--- src/rtl/memmap_pkg.sv ---
package memmap_pkg;

  typedef enum logic [1:0] {
    MODE_STD    = 2'd0,
    MODE_CART8  = 2'd1,
    MODE_CART16 = 2'd2,
    MODE_OPEN   = 2'd3
  } mode_e;

  typedef enum logic [2:0] {
    RG_LOW  = 3'd0,
    RG_MID  = 3'd1,
    RG_CLO  = 3'd2,
    RG_AB   = 3'd3,
    RG_C    = 3'd4,
    RG_D    = 3'd5,
    RG_EF   = 3'd6
  } region_e;

  typedef enum logic [2:0] {
    DEV_RAM   = 3'd0,
    DEV_LANG  = 3'd1,
    DEV_OS    = 3'd2,
    DEV_GLYPH = 3'd3,
    DEV_IO    = 3'd4,
    DEV_CLO   = 3'd5,
    DEV_CHI   = 3'd6,
    DEV_OPEN  = 3'd7
  } dev_e;

  localparam int NUM_DEV = 8;

  function automatic logic is_rom(dev_e d);
    return (d == DEV_LANG) || (d == DEV_OS) || (d == DEV_GLYPH) ||
           (d == DEV_CLO) || (d == DEV_CHI);
  endfunction

endpackage

--- src/rtl/mm_mode_decode.sv ---
module mm_mode_decode
  import memmap_pkg::*;
(
  input  logic  cart_ext_n,
  input  logic  cart_sel_n,
  output mode_e mode
);
  always_comb begin
    unique case ({cart_ext_n, cart_sel_n})
      2'b11:   mode = MODE_STD;
      2'b10:   mode = MODE_OPEN;
      2'b01:   mode = MODE_CART8;
      default: mode = MODE_CART16;
    endcase
  end
endmodule

--- src/rtl/mm_region_decode.sv ---
module mm_region_decode
  import memmap_pkg::*;
#(
  parameter int ADDR_W = 16
) (
  input  logic [ADDR_W-1:0] addr,
  output region_e           region,
  output logic              is_port
);
  localparam int NIB_LSB = ADDR_W - 4;

  logic [3:0] nib;
  assign nib     = addr[ADDR_W-1:NIB_LSB];
  assign is_port = (addr[ADDR_W-1:1] == '0);

  always_comb begin
    unique case (nib)
      4'h0:                      region = RG_LOW;
      4'h1, 4'h2, 4'h3, 4'h4,
      4'h5, 4'h6, 4'h7:          region = RG_MID;
      4'h8, 4'h9:                region = RG_CLO;
      4'hA, 4'hB:                region = RG_AB;
      4'hC:                      region = RG_C;
      4'hD:                      region = RG_D;
      default:                   region = RG_EF;
    endcase
  end
endmodule

--- src/rtl/mm_dev_select.sv ---
module mm_dev_select
  import memmap_pkg::*;
(
  input  mode_e   mode,
  input  region_e region,
  input  logic    rnw,
  input  logic    bank_lo,
  input  logic    bank_hi,
  input  logic    bank_chr,
  output dev_e    dev
);
  dev_e rd_dev;
  logic open_md;
  logic both_lh;
  logic any_lh;

  assign open_md = (mode == MODE_OPEN);
  assign both_lh = bank_lo & bank_hi;
  assign any_lh  = bank_lo | bank_hi;

  always_comb begin
    rd_dev = DEV_RAM;
    unique case (region)
      RG_LOW: rd_dev = DEV_RAM;
      RG_MID: rd_dev = open_md ? DEV_OPEN : DEV_RAM;
      RG_CLO: begin
        if (open_md)                  rd_dev = DEV_CLO;
        else if (mode != MODE_STD)    rd_dev = both_lh ? DEV_CLO : DEV_RAM;
        else                          rd_dev = DEV_RAM;
      end
      RG_AB: begin
        if (open_md)                  rd_dev = DEV_OPEN;
        else if (mode == MODE_CART16) rd_dev = bank_hi ? DEV_CHI : DEV_RAM;
        else                          rd_dev = both_lh ? DEV_LANG : DEV_RAM;
      end
      RG_C:  rd_dev = open_md ? DEV_OPEN : DEV_RAM;
      RG_D: begin
        if (open_md)                  rd_dev = DEV_IO;
        else if (!any_lh)             rd_dev = DEV_RAM;
        else                          rd_dev = bank_chr ? DEV_IO : DEV_GLYPH;
      end
      default: begin
        if (open_md)                  rd_dev = DEV_CHI;
        else                          rd_dev = bank_hi ? DEV_OS : DEV_RAM;
      end
    endcase
  end

  // Writes never target a ROM: the RAM underneath takes them.
  always_comb begin
    if (!rnw && is_rom(rd_dev)) dev = DEV_RAM;
    else                        dev = rd_dev;
  end
endmodule

--- src/rtl/mm_out_stage.sv ---
module mm_out_stage #(
  parameter bit OUT_REG = 1'b1,
  parameter int W       = 10
) (
  input  logic         clk,
  input  logic         rst_n,
  input  logic [W-1:0] d,
  output logic [W-1:0] q,
  output logic         rst_core_n
);
  generate
    if (OUT_REG) begin : g_reg
      logic [1:0]   sync_q;
      logic [1:0]   sync_d;
      logic [W-1:0] out_q;
      logic [W-1:0] out_d;
      logic         out_en;

      assign sync_d = {sync_q[0], 1'b1};

      always_ff @(posedge clk or negedge rst_n) begin
        if (!rst_n) sync_q <= 2'b00;
        else        sync_q <= sync_d;
      end

      assign rst_core_n = sync_q[1];
      assign out_en     = 1'b1;

      always_comb begin
        out_d = out_q;
        if (out_en) out_d = d;
      end

      always_ff @(posedge clk or negedge rst_core_n) begin
        if (!rst_core_n) out_q <= '0;
        else             out_q <= out_d;
      end

      assign q = out_q;
    end else begin : g_comb
      assign rst_core_n = rst_n;
      assign q          = d;
    end
  endgenerate
endmodule

--- src/rtl/memmap_decoder.sv ---
module memmap_decoder
  import memmap_pkg::*;
#(
  parameter int ADDR_W  = 16,
  parameter bit OUT_REG = 1'b1
) (
  input  logic              clk,
  input  logic              rst_n,
  input  logic [ADDR_W-1:0] cpu_addr,
  input  logic              cpu_rnw,
  input  logic              cpu_valid,
  input  logic              cart_ext_n,
  input  logic              cart_sel_n,
  input  logic              bank_lo,
  input  logic              bank_hi,
  input  logic              bank_chr,
  output logic              ram_strobe,
  output logic              ram_we,
  output logic              sel_ram,
  output logic              sel_lang_rom,
  output logic              sel_os_rom,
  output logic              sel_glyph_rom,
  output logic              sel_io,
  output logic              sel_cart_lo,
  output logic              sel_cart_hi,
  output logic              unmapped
);
  localparam int OUT_W   = NUM_DEV + 2;
  localparam int IDX_STB = NUM_DEV;
  localparam int IDX_WE  = NUM_DEV + 1;

  mode_e   mode;
  region_e region;
  logic    is_port;
  dev_e    dev;

  logic [OUT_W-1:0] nxt;
  logic [OUT_W-1:0] outv;
  logic             rst_core_n;

  mm_mode_decode u_mode (
    .cart_ext_n (cart_ext_n),
    .cart_sel_n (cart_sel_n),
    .mode       (mode)
  );

  mm_region_decode #(.ADDR_W(ADDR_W)) u_region (
    .addr    (cpu_addr),
    .region  (region),
    .is_port (is_port)
  );

  mm_dev_select u_sel (
    .mode     (mode),
    .region   (region),
    .rnw      (cpu_rnw),
    .bank_lo  (bank_lo),
    .bank_hi  (bank_hi),
    .bank_chr (bank_chr),
    .dev      (dev)
  );

  for (genvar i = 0; i < NUM_DEV; i++) begin : g_onehot
    assign nxt[i] = cpu_valid && (dev == dev_e'(i));
  end

  assign nxt[IDX_STB] = cpu_valid;
  assign nxt[IDX_WE]  = cpu_valid && !cpu_rnw && !is_port;

  mm_out_stage #(.OUT_REG(OUT_REG), .W(OUT_W)) u_out (
    .clk        (clk),
    .rst_n      (rst_n),
    .d          (nxt),
    .q          (outv),
    .rst_core_n (rst_core_n)
  );

  assign sel_ram       = outv[DEV_RAM];
  assign sel_lang_rom  = outv[DEV_LANG];
  assign sel_os_rom    = outv[DEV_OS];
  assign sel_glyph_rom = outv[DEV_GLYPH];
  assign sel_io        = outv[DEV_IO];
  assign sel_cart_lo   = outv[DEV_CLO];
  assign sel_cart_hi   = outv[DEV_CHI];
  assign unmapped      = outv[DEV_OPEN];
  assign ram_strobe    = outv[IDX_STB];
  assign ram_we        = outv[IDX_WE];
endmodule

--- config.mk ---
export PLATFORM = sky130hd
export DESIGN_NAME = memmap_decoder
export DESIGN_NICKNAME = d
export VERILOG_FILES = /design/src/rtl/memmap_pkg.sv /design/src/rtl/mm_mode_decode.sv /design/src/rtl/mm_region_decode.sv /design/src/rtl/mm_dev_select.sv /design/src/rtl/mm_out_stage.sv /design/src/rtl/memmap_decoder.sv
export SDC_FILE = /design/constraint.sdc
export NUM_CORES = 1
export LEC_CHECK = 0
export ABC_AREA = 1
export BUFFER_PORTS_ARGS = -buffer_cell sky130_fd_sc_hd__clkbuf_2
export CAP_MARGIN = 10
export CORE_UTILIZATION = 46
export DETAILED_ROUTE_END_ITERATION = 16
export GPL_TIMING_DRIVEN = 1
export PLACE_DENSITY = 0.75
export SLEW_MARGIN = 20
export SYNTH_ARGS = -nofsm -noshare
export SYNTH_HDL_FRONTEND = slang
export SYNTH_HIERARCHICAL = 1
export SYNTH_SLANG_ARGS = --single-unit
export TNS_END_PERCENT = 5
--- constraint.sdc ---
create_clock -name clk -period 0.8 [get_ports clk]
set_input_delay 0.12 -clock clk [delete_from_list [all_inputs] [get_ports clk]]
set_output_delay 0.12 -clock clk [all_outputs]
set_load 0.02 [all_outputs]
==> key figures, run 1 <==
Run
  – Max-cap violations: 0

Final layout
  – Area occupied by multi-input gates: 529 µm²
  – Reg area: 300 µm²
  – Nets: 208
  – Layout cells sized above 1: 47.2%
  – Layout area overhead: 59.2%
  – # fillers: 123
  – # diodes: 0
  – Final instance area: 0.00133 mm²

Setup path
  – Max stage delay cell, worst path: ha_4
  – Most frequent CP cell: nand2_1
  – CP Launch Type: input pin
  – CP max stage delay: 0.28 ns
  – Critical-path cell list: clkbuf_4 > inv_4 > ha_4 > inv_1 > nand2_2 > nand3_2 > nor2_4 > nor2_1 > nand2_1 > nand2_1 > nor2_2 > nor2_4 > nor2_2 > inv_1 > nand2_1 > nor2_1
  – Worst path bufs/invs: 4
  – Crit end category: flop
  – Critical-path maximum fanout: 4
  – Worst endpoint required time: 0.96 ns
  – Critical path type: in2reg
  – CP delay by family, top: simple AND/OR/NAND/NOR gates
  – WP data arrival: 1.61 ns

Place
  – Routability cong.: 0.866
  – DPL Wire Length: 1430 µm
  – I/O Buffers: 33
  – Setup WS pre-CTS: -1.03 ns
  – Placement Cell Area: 0.00120 mm²

Timing
  – Max-slew violation count: 0
  – Peak Freq: 0.688 GHz
  – Final WS setup: -0.654 ns
  – Final worst-path cycle share: 182%
  – RSZ-0062 raised after global routing: true
  – Setup violations, final: 18
  – Hold Vio Cnt, Final: 0
  – Clk_skew: 0.00830 ns
  – Crit path time final: 1.45 ns

CTS
  – CTS tree: done
  – CTS sink count: 12
  – Total CTS buffers: 3
  – Clk buf depth: 2
  – Worst-path clk slew: 0.07 ns
  – Root Driver: clkbuf_4
  – Post-CTS Setup Bufs: 0
  – Clock Latency Late Sink: 0.27 ns
  – CTS H-tree lvls: 1

Logic synthesis
  – Synth Instances: 136
  – Yosys warnings: 6
  – Seq/Total Area, Yosys: 35.9%
  – Count of different cell masters after synthesis: 16
  – Post-Syn Area per Cell: 6.15 µm²
  – Synthesized cell area: 837 µm²
  – Synth Register Bits: 12
  – Syn Nets: 163

Drt
  – Via Count: 910
  – DRC viols: 0
  – WL per Instance: 8.85 µm
  – Final wirelength: 1820 µm
  – Detailed Routing Iterations Pass 1: 4
  – Routed Antenna Nets: 0
  – Via-to-Cell Ratio: 4.44
  – Initial DRC count: 26

Global routing
  – First-pass GRT wire length: 3030 µm
  – GRT Residual Overflow: 0
  – Initial antenna violation count: 0
  – Total GRT Usage: 20.1%
  – Vias in the first global route: 812
  – Largest net degree at the start of global routing: 11

Die
  – Die width: 44.7 µm
  – Die Area: 0.00199 mm²
  – CORE AREA: 0.00171 mm²
  – Ports: 35
  – Initial Util: 49.0%
  – Site Rows: 15
  – Die height: 44.7 µm

Power and ir drop
  – P per Cell Area: 1330 mW/mm²
  – Overall power: 1770 µW
  – Peak supply drop: 935 µV
  – Leakage: 0.000755 µW

Min path
  – HP Class: in2reg

Status
  – Status: complete, but fails checks
  – Failing checks: negative setup slack
sequential cells by signal (all words and copies together), names as in the netlist:
| name | flops |
|---|---|
| u_out/g_reg.sync_q | 2 |
| u_out/q | 10 |
synth_stat cells:
cell      instances  share of area [%]
inv_2             3                1.3
or2_0             1               0.75
nor2_1           26                 12
ha_1              2                3.0
clkinv_2          1               0.60
nand2_2           6                4.5
nand3_1           5                3.0
clkinv_1          1               0.45
dfrtp_1          12                 36
nand4_1           4                3.0
o21ai_1           1               0.60
a21oi_1           2                1.2
conb_1            1               0.45
nand2_1          37                 17
nor2_2            6                4.5
inv_1            28                 13
kinds of logic after synthesis:
family                   synth area share [%]
AO/OA/AOI/OAI                            1.79
flip-flops                               35.9
other                                   0.448
buffers and inverters                    14.9
AND/OR/NAND/NOR                          43.9
adder cells (fa/ha/maj)                  2.99
power breakdown:
group	switching [µW]	internal [µW]	leakage, µW
sequential	16.6	640	0.000158
clock	196	276	0.0000210
combinational	364	274	0.000576
total	576	1190	0.000755
metrics by stage:
stage | TNS [ns] | cells | util [%] | hold WS [ns]
floorplan | -5.31 | 136 | - | -0.176
global placement | -7.64 | 200 | 70.3 | -0.0918
detailed placement | -8.12 | 200 | 70.3 | -0.0897
CTS | -6.03 | 205 | 76.1 | 0.0161
global route | -7.60 | 205 | 78.0 | 0.0244
finish | -6.00 | 205 | 78.0 | 0.0275
layout by cell type (no fill, tap or decap), drive strengths merged:
| cell type | instances |
|---|---|
| a21oi | 2 |
| clkinv | 2 |
| or2 | 1 |
| dfrtp | 12 |
| clkbuf | 27 |
| ha | 2 |
| dlygate4sd3 | 1 |
| buf | 16 |
| nand2 | 43 |
| nand4 | 4 |
| conb | 1 |
| o21ai | 1 |
| nor2 | 32 |
| inv | 31 |
| nand3 | 5 |
layer usage:
metal / track usage, % / share of wire [%] / vias to the layer above
met4: 4.24 / 0 / 0
li1: - / - / 487
met3: 5.31 / 5.8 / 0
met5: 0 / 0 / -
met1: 23.4 / 43 / 396
met2: 36.5 / 51 / 27
final cells by class:
| class | instances | area share (%) |
|---|---|---|
| Multi-Input combinational cell | 91 | 39.7 |
| Clock buffer | 4 | 2.72 |
| Sequential cell | 12 | 22.5 |
| Inverter | 33 | 11.7 |
| Tap cell | 25 | 2.35 |
| Timing Repair Buffer | 40 | 20.9 |
what timing repair did:
item                       CTS  global route
setup endpoints to repair   18            18
hold buffers                 1             0
hold endpoints to repair     2             0
gates resized for setup     12            21
pin swaps                   14             0
worst paths after layout:
| check | from | endpoint | slack [ns] | cells past startpoint |
|---|---|---|---|---|
| worst max register to register | u_out/g_reg.sync_q[0] | u_out/g_reg.sync_q[1] | 0.33 | 0 |
| worst max-delay path | cart_ext_n | u_out/q[5] | -0.65 | 16 |
| min in group asynchronous | u_out/g_reg.sync_q[1] | u_out/q[2] | 0.16 | 0 |
| max in group asynchronous | u_out/g_reg.sync_q[1] | u_out/q[5] | 0.37 | 0 |
| worst min-delay path | cpu_valid | u_out/q[8] | 0.03 | 1 |
| worst min register to register | u_out/g_reg.sync_q[1] | u_out/q[2] | 0.16 | 0 |
(Power assumes the default switching activity.)
==> run 2: changes to the inputs <==
--- a/config.mk
+++ b/config.mk
@@ -6,12 +6,12 @@
 export NUM_CORES = 1
 export LEC_CHECK = 0
 export ABC_AREA = 1
-export BUFFER_PORTS_ARGS = -buffer_cell sky130_fd_sc_hd__clkbuf_2
 export CAP_MARGIN = 10
-export CORE_UTILIZATION = 46
+export CORE_UTILIZATION = 52
 export DETAILED_ROUTE_END_ITERATION = 16
+export DONT_BUFFER_PORTS = 1
 export GPL_TIMING_DRIVEN = 1
-export PLACE_DENSITY = 0.75
+export PLACE_DENSITY = 0.65
 export SLEW_MARGIN = 20
 export SYNTH_ARGS = -nofsm -noshare
 export SYNTH_HDL_FRONTEND = slang
==> run 2 against run 1 <==
The run still ends with negative setup slack left. First-iteration DRC count shrank 54%. Worst setup slack gained 0.090 ns. Flip-flop and latch count is the same. Core utilization shrank 2.1 points. Sequential share of layout area grew 4.1 points. Clock power shrank 29%. Critical path depth shrank 1. Register-to-register slack is essentially flat. Largest power group unchanged.
==> key figures, run 2 (synthesis results as in run 1) <==
Die
  – Site Rows: 14 (-1)
  – Initial Util: 55.6% (+6.6 points)
  – Die width: 42.1 µm (-5.7%)
  – Die Area: 0.00177 mm² (-11%)
  – CORE AREA: 0.00151 mm² (-12%)
  – Die height: 42.1 µm (-5.7%)
  – Ports: 35 (unchanged)

Final layout
  – Final instance area: 0.00114 mm² (-14%)
  – Layout area overhead: 36.6%
  – Non-filler instance count after layout: 165 (-20%)
  – Most frequent cells in the layout: nand2_1, inv_1, nor2_1, nand2_2, nor2_2
  – Most common library cell in the layout ignoring fill and taps: nand2_1
  – # diodes: 0 (unchanged)
  – Final core area utilization: 75.9% (-2.1 points)
  – Nets: 178 (-14%)
  – Max FFs per register: 10 (unchanged)
  – Layout cells sized above 1: 39.6% (-7.6 points)

Timing
  – Hold Vio Cnt, Final: 0 (unchanged)
  – Final worst-path cycle share: 170% (-11 points)
  – Crit path time final: 1.36 ns (-0.0899 ns)
  – Clk_skew: 0.00360 ns (-0.00470 ns)
  – Setup violations, final: 18 (unchanged)
  – Max-slew violation count: 0 (unchanged)
  – Peak Freq: 0.733 GHz (+6.6%)
  – Final WS setup: -0.564 ns (+0.0899 ns)
  – RSZ-0062 raised after global routing: true

Place
  – Cells after DPL: 159 (-21%)
  – Routability cong.: 0.787 (-9.2%)
  – DPL Wire Length: 1290 µm (-9.9%)
  – Placement Cell Area: 0.00102 mm² (-15%)
  – I/O Buffers: 0 (-100%)

Setup path
  – CP Launch Type: input pin
  – Critical path type: in2reg
  – Crit end category: flop
  – Worst r2r src: u_out/g_reg.sync_q[0]
  – R2R Path End: u_out/g_reg.sync_q[1]
  – R2r worst-path depth: 0 (unchanged)
  – FF-to-FF setup slack: 0.33 ns (about the same)
  – Critical-path maximum fanout: 5 (+1)
  – WP data arrival: 1.55 ns (-0.06 ns)
  – Worst endpoint required time: 0.98 ns (+0.02 ns)

Global routing
  – First-pass GRT wire length: 2830 µm (-6.6%)
  – Vias in the first global route: 726 (-11%)
  – Largest net degree at the start of global routing: 11 (unchanged)
  – GRT Residual Overflow: 0 (unchanged)
  – Initial antenna violation count: 0 (unchanged)
  – Total GRT Usage: 21.2% (+1.1 points)

CTS
  – Total CTS buffers: 3 (unchanged)
  – Worst-path clk slew: 0.06 ns (about the same)
  – CTS sink count: 12 (unchanged)
  – CTS H-tree lvls: 1 (unchanged)
  – Post-CTS Setup Bufs: 0 (unchanged)
  – Root Driver: clkbuf_4
  – Clk buf depth: 2 (unchanged)
  – Clock Latency Late Sink: 0.26 ns (about the same)
  – CTS tree: done

Drt
  – DRC viols: 0 (unchanged)
  – Final wirelength: 1780 µm (-1.8%)
  – Via-to-Cell Ratio: 5.09 (+15%)
  – Via Count: 840 (-7.7%)
  – WL per Instance: 10.8 µm (+22%)
  – Initial DRC count: 12 (-54%)
  – Detailed Routing Iterations Pass 1: 4 (unchanged)
  – Routed Antenna Nets: 0 (unchanged)

Power and ir drop
  – Leakage: 0.000594 µW (-21%)
  – P per Cell Area: 1360 mW/mm² (+2.3%)
  – Peak supply drop: 1120 µV (+20%)

Status
  – Status: complete, but fails checks
  – Failing checks: negative setup slack

Run
  – Max-cap violations: 0 (unchanged)

Min path
  – Min-delay src: cpu_valid
  – Worst Hold Depth: 2 (+1)
  – Worst hold path endpoint: u_out/q[0]
  – HP Class: in2reg
run 2: cell count changes in the layout (fill, tap and decap cells not counted), moves of 3 or more:
| cell | delta |
|---|---|
| dfrtp_2 | +3 |
| clkbuf_2 | -19 |
| dfrtp_1 | -3 |
| buf_2 | -8 |
run 2: final cells by class:
cell class / count / area (µm²)
multi-input combinational: 91 / 544
tap: 16 / 20.0
fill: 131 / 363
sequential: 12 / 304
timing repair buffer: 10 / 82.6
clock buffer: 3 / 22.5
inverter: 33 / 170
run 2: per-stage QoR:
step           TNS, ns  hold WS (ns)  total power [µW]  setup WS [ns]
2_1_floorplan    -5.31        -0.176              1030         -0.668
3_3_place_gp     -6.24        -0.176              1120         -0.788
3_5_place_dp     -6.74        -0.176              1130         -0.859
4_1_cts          -4.20        0.0125              1520         -0.520
5_1_grt          -5.75        0.0205              1640         -0.675
6_report         -4.62        0.0287              1550         -0.564
run 2: layer usage:
| layer | wire length (µm) | global-route usage (%) |
|---|---|---|
| met5 | 0 | 0 |
| met4 | 2 | 3.75 |
| met3 | 141 | 7.33 |
| met2 | 982 | 41.9 |
| met1 | 656 | 21.3 |
run 2: worst max-delay path, stage by stage:
cell and delay [ns]:
inv_12 0.04, nor2_4 0.03, o21ai_4 0.20, nand2_2 0.09, nor2_4 0.13, nand3_2 0.11
nand4_1 0.11, nand2_1 0.08, nand2_1 0.09, nand2_2 0.07, nor2_4 0.16, nor2_2 0.06
inv_1 0.07, nand2_2 0.08, nor2_2 0.11
run 2: how the worst max path moves through the flow:
stage	from	to	cells past startpoint
2_1_floorplan	cpu_addr[15]	u_out/q[0]	15
3_3_place_gp	cart_sel_n	u_out/q[2]	17
3_5_place_dp	cpu_addr[15]	u_out/q[1]	15
4_1_cts	cpu_addr[13]	u_out/q[1]	15
5_1_grt	cpu_addr[15]	u_out/q[4]	15
6_report	cpu_addr[15]	u_out/q[1]	15
run 2: what timing repair did:
| item | CTS | global route |
|---|---|---|
| pin swaps | 10 | 9 |
| gates resized for setup | 11 | 10 |
| endpoints found under the setup margin | 18 | 18 |
| endpoints found under the hold margin | 4 | 0 |
| hold buffers | 3 | 0 |
run 2: where the power goes:
part / internal, µW / switching [µW] / total (µW)
registers: 643 / 58.8 / 702
logic: 211 / 303 / 514
clock network: 173 / 162 / 336
total: 1030 / 524 / 1550
==> run 3: changes to the inputs <==
--- a/config.mk
+++ b/config.mk
@@ -7,11 +7,13 @@
 export LEC_CHECK = 0
 export ABC_AREA = 1
 export CAP_MARGIN = 10
+export CORE_MARGIN = 2
 export CORE_UTILIZATION = 52
 export DETAILED_ROUTE_END_ITERATION = 16
 export DONT_BUFFER_PORTS = 1
 export GPL_TIMING_DRIVEN = 1
 export PLACE_DENSITY = 0.65
+export SETUP_SLACK_MARGIN = 0.05
 export SLEW_MARGIN = 20
 export SYNTH_ARGS = -nofsm -noshare
 export SYNTH_HDL_FRONTEND = slang
==> run 3 against run 2 <==
The run still ends with negative setup slack left. Sequential power barely moved. Largest power group unchanged. Via count decreased by 0.48%. Sequential share of layout area shrank 1.5 points. Flip-flop and latch count unchanged. Power increased by 3.4%. Combinational power increased by 8.6%.
==> key figures, run 3 (synthesis results as in run 1) <==
CTS
  – CTS tree: done
  – Root Driver: clkbuf_4
  – CTS sink count: 12 (unchanged)
  – Clock Latency Late Sink: 0.27 ns (about the same)
  – Worst-path clk slew: 0.07 ns (about the same)
  – CTS H-tree lvls: 1 (unchanged)
  – Clk buf depth: 2 (unchanged)
  – Total CTS buffers: 3 (unchanged)

Global routing
  – Initial antenna violation count: 0 (unchanged)
  – Layer carrying the most global-route usage: met2
  – Total GRT Usage: 18.9% (-2.3 points)
  – First-pass GRT wire length: 2700 µm (-4.7%)
  – Vias in the first global route: 736 (+1.4%)
  – GRT Residual Overflow: 0 (unchanged)
  – GR Util met2: 37.1% (-4.8 points)
  – GR Util met3: 6.94% (-0.39 points)
  – Largest net degree at the start of global routing: 11 (unchanged)
  – Routing usage on met1: 18.9% (-2.5 points)

Die
  – Die Area: 0.00195 mm² (+9.7%)
  – Die width: 44.1 µm (+4.7%)
  – Ports: 35 (unchanged)
  – Die height: 44.1 µm (+4.7%)
  – Initial Util: 55.6% (unchanged)
  – CORE AREA: 0.00151 mm² (unchanged)
  – Site Rows: 14 (unchanged)

Power and ir drop
  – Reg power frac: 43.7% (-1.5 points)
  – Leakage: 0.000619 µW (+4.2%)
  – Clock Power Share: 21.5% (about the same)
  – Peak supply drop: 1220 µV (+8.9%)
  – Comb pwr share: 34.8% (+1.7 points)
  – Sw frac: 34.1% (+0.26 points)
  – Int Pwr: 1060 µW (+3.0%)
  – P per Cell Area: 1330 mW/mm² (-2.1%)
  – Sw Pwr: 546 µW (+4.1%)

Drt
  – Via Count: 836 (-0.48%)
  – DRC viols: 0 (unchanged)
  – Routed Antenna Nets: 0 (unchanged)
  – Initial DRC count: 13 (+1)
  – Final wirelength: 1800 µm (+0.90%)
  – Detailed Routing Iterations Pass 1: 4 (unchanged)
  – WL per Instance: 10.7 µm (-0.90%)
  – Via-to-Cell Ratio: 4.98 (-2.3%)

Place
  – I/O Buffers: 0 (unchanged)
  – Routability cong.: 0.793 (+0.84%)
  – DPL Wire Length: 1410 µm (+8.7%)

Final layout
  – Final core area utilization: 80.1% (+4.2 points)
  – # diodes: 0 (unchanged)
  – Layout area overhead: 44.2%
  – Layout cells sized above 1: 41.4% (+1.9 points)
  – Area occupied by multi-input gates: 569 µm² (+4.6%)
  – Max FFs per register: 10 (unchanged)
  – Reg area: 303 µm² (-0.41%)
  – Nets: 181 (+1.7%)
  – Most common library cell in the layout ignoring fill and taps: nand2_1
  – # fillers: 114 (-13%)
  – Most frequent cells in the layout: nand2_1, inv_1, nor2_1, nand2_2, dfrtp_1

Timing
  – Crit path time final: 1.35 ns (-0.0152 ns)
  – Setup_tns: -4.47 ns (+0.153 ns)
  – Max-slew violation count: 0 (unchanged)
  – Worst hold slack: 0.000278 ns (-0.0284 ns)
  – Hold Vio Cnt, Final: 0 (unchanged)
  – RSZ-0062 raised after global routing: true
  – Clk_skew: 0.00712 ns (+0.00352 ns)
  – Final WS setup: -0.549 ns (+0.0152 ns)
  – Setup violations, final: 18 (unchanged)
  – Final worst-path cycle share: 169% (-1.9 points)
  – Peak Freq: 0.742 GHz (+1.1%)

Min path
  – HP Class: in2reg

Setup path
  – Critical path type: in2reg
  – Critical-path maximum fanout: 5 (unchanged)
  – Crit end category: flop
  – Worst endpoint required time: 0.99 ns (about the same)
  – CP Launch Type: input pin
  – WP data arrival: 1.54 ns (about the same)

Status
  – Status: complete, but fails checks
  – Failing checks: negative setup slack

Run
  – Max-cap violations: 0 (unchanged)
## run 3: final timing paths
check	startpoint	endpoint	slack [ns]	depth (start not counted)
hold / removal	cpu_valid	u_out/q[4]	0.0003	2
max in group asynchronous	u_out/g_reg.sync_q[1]	u_out/q[8]	0.36	0
setup / recovery	cpu_addr[15]	u_out/q[3]	-0.55	15
min in group asynchronous	rst_n	u_out/g_reg.sync_q[0]	0.08	1
hold reg to reg	u_out/g_reg.sync_q[1]	u_out/q[4]	0.15	0
setup reg to reg	u_out/g_reg.sync_q[0]	u_out/g_reg.sync_q[1]	0.32	0
## run 3: timing repair
item	CTS	global route
setup endpoints to repair	18	18
pin swaps	13	12
endpoints found under the hold margin	5	1
resized for setup	17	12
hold buffers	2	1
buffers inserted	2	0
## run 3: stage by stage
stage,power (µW),cell area (µm²),worst slack [ns],std cells
after floorplan,1030,946,-0.668,136
after global placement,1130,1030,-0.793,160
after detailed placement,1140,1030,-0.852,160
after CTS,1570,1160,-0.507,167
after global routing,1690,1210,-0.682,168
final,1600,1210,-0.549,168
## run 3: metal layers
| layer | share of wire [%] | up-vias | wire (µm) |
|---|---|---|---|
| met5 | 0 | - | 0 |
| met4 | 0 | 0 | 0 |
| met3 | 7.5 | 0 | 134 |
| met2 | 56 | 33 | 1010 |
| met1 | 37 | 378 | 657 |
| li1 | - | 425 | - |
## run 3: critical path, cell delays in order
cell       delay [ns]
clkinv_16        0.03
nor2_4           0.03
o21ai_4          0.21
nand2_2          0.09
nor2_4           0.13
nand3_2          0.10
nand4_1          0.11
nand2_1          0.09
nand2_1          0.08
nand2_2          0.07
nor2_4           0.19
nor2_2           0.06
inv_1            0.06
nand2_2          0.07
nor2_1           0.09
## run 3: power groups by stage
stage / clock, µW / combinational (µW) / sequential [µW]
finish: 345 / 558 / 701
global route: 372 / 614 / 706
CTS: 350 / 513 / 702
detailed placement: 0 / 431 / 713
global placement: 0 / 419 / 712
floorplan: 0 / 326 / 707
## run 3: cell type report
cell class,count,area share (%)
flip-flops and latches,12,25.1
inverters,33,15.2
multi-input cells,91,47.2
repair buffers,13,9.02
well taps,16,1.66
clock buffers,3,1.87
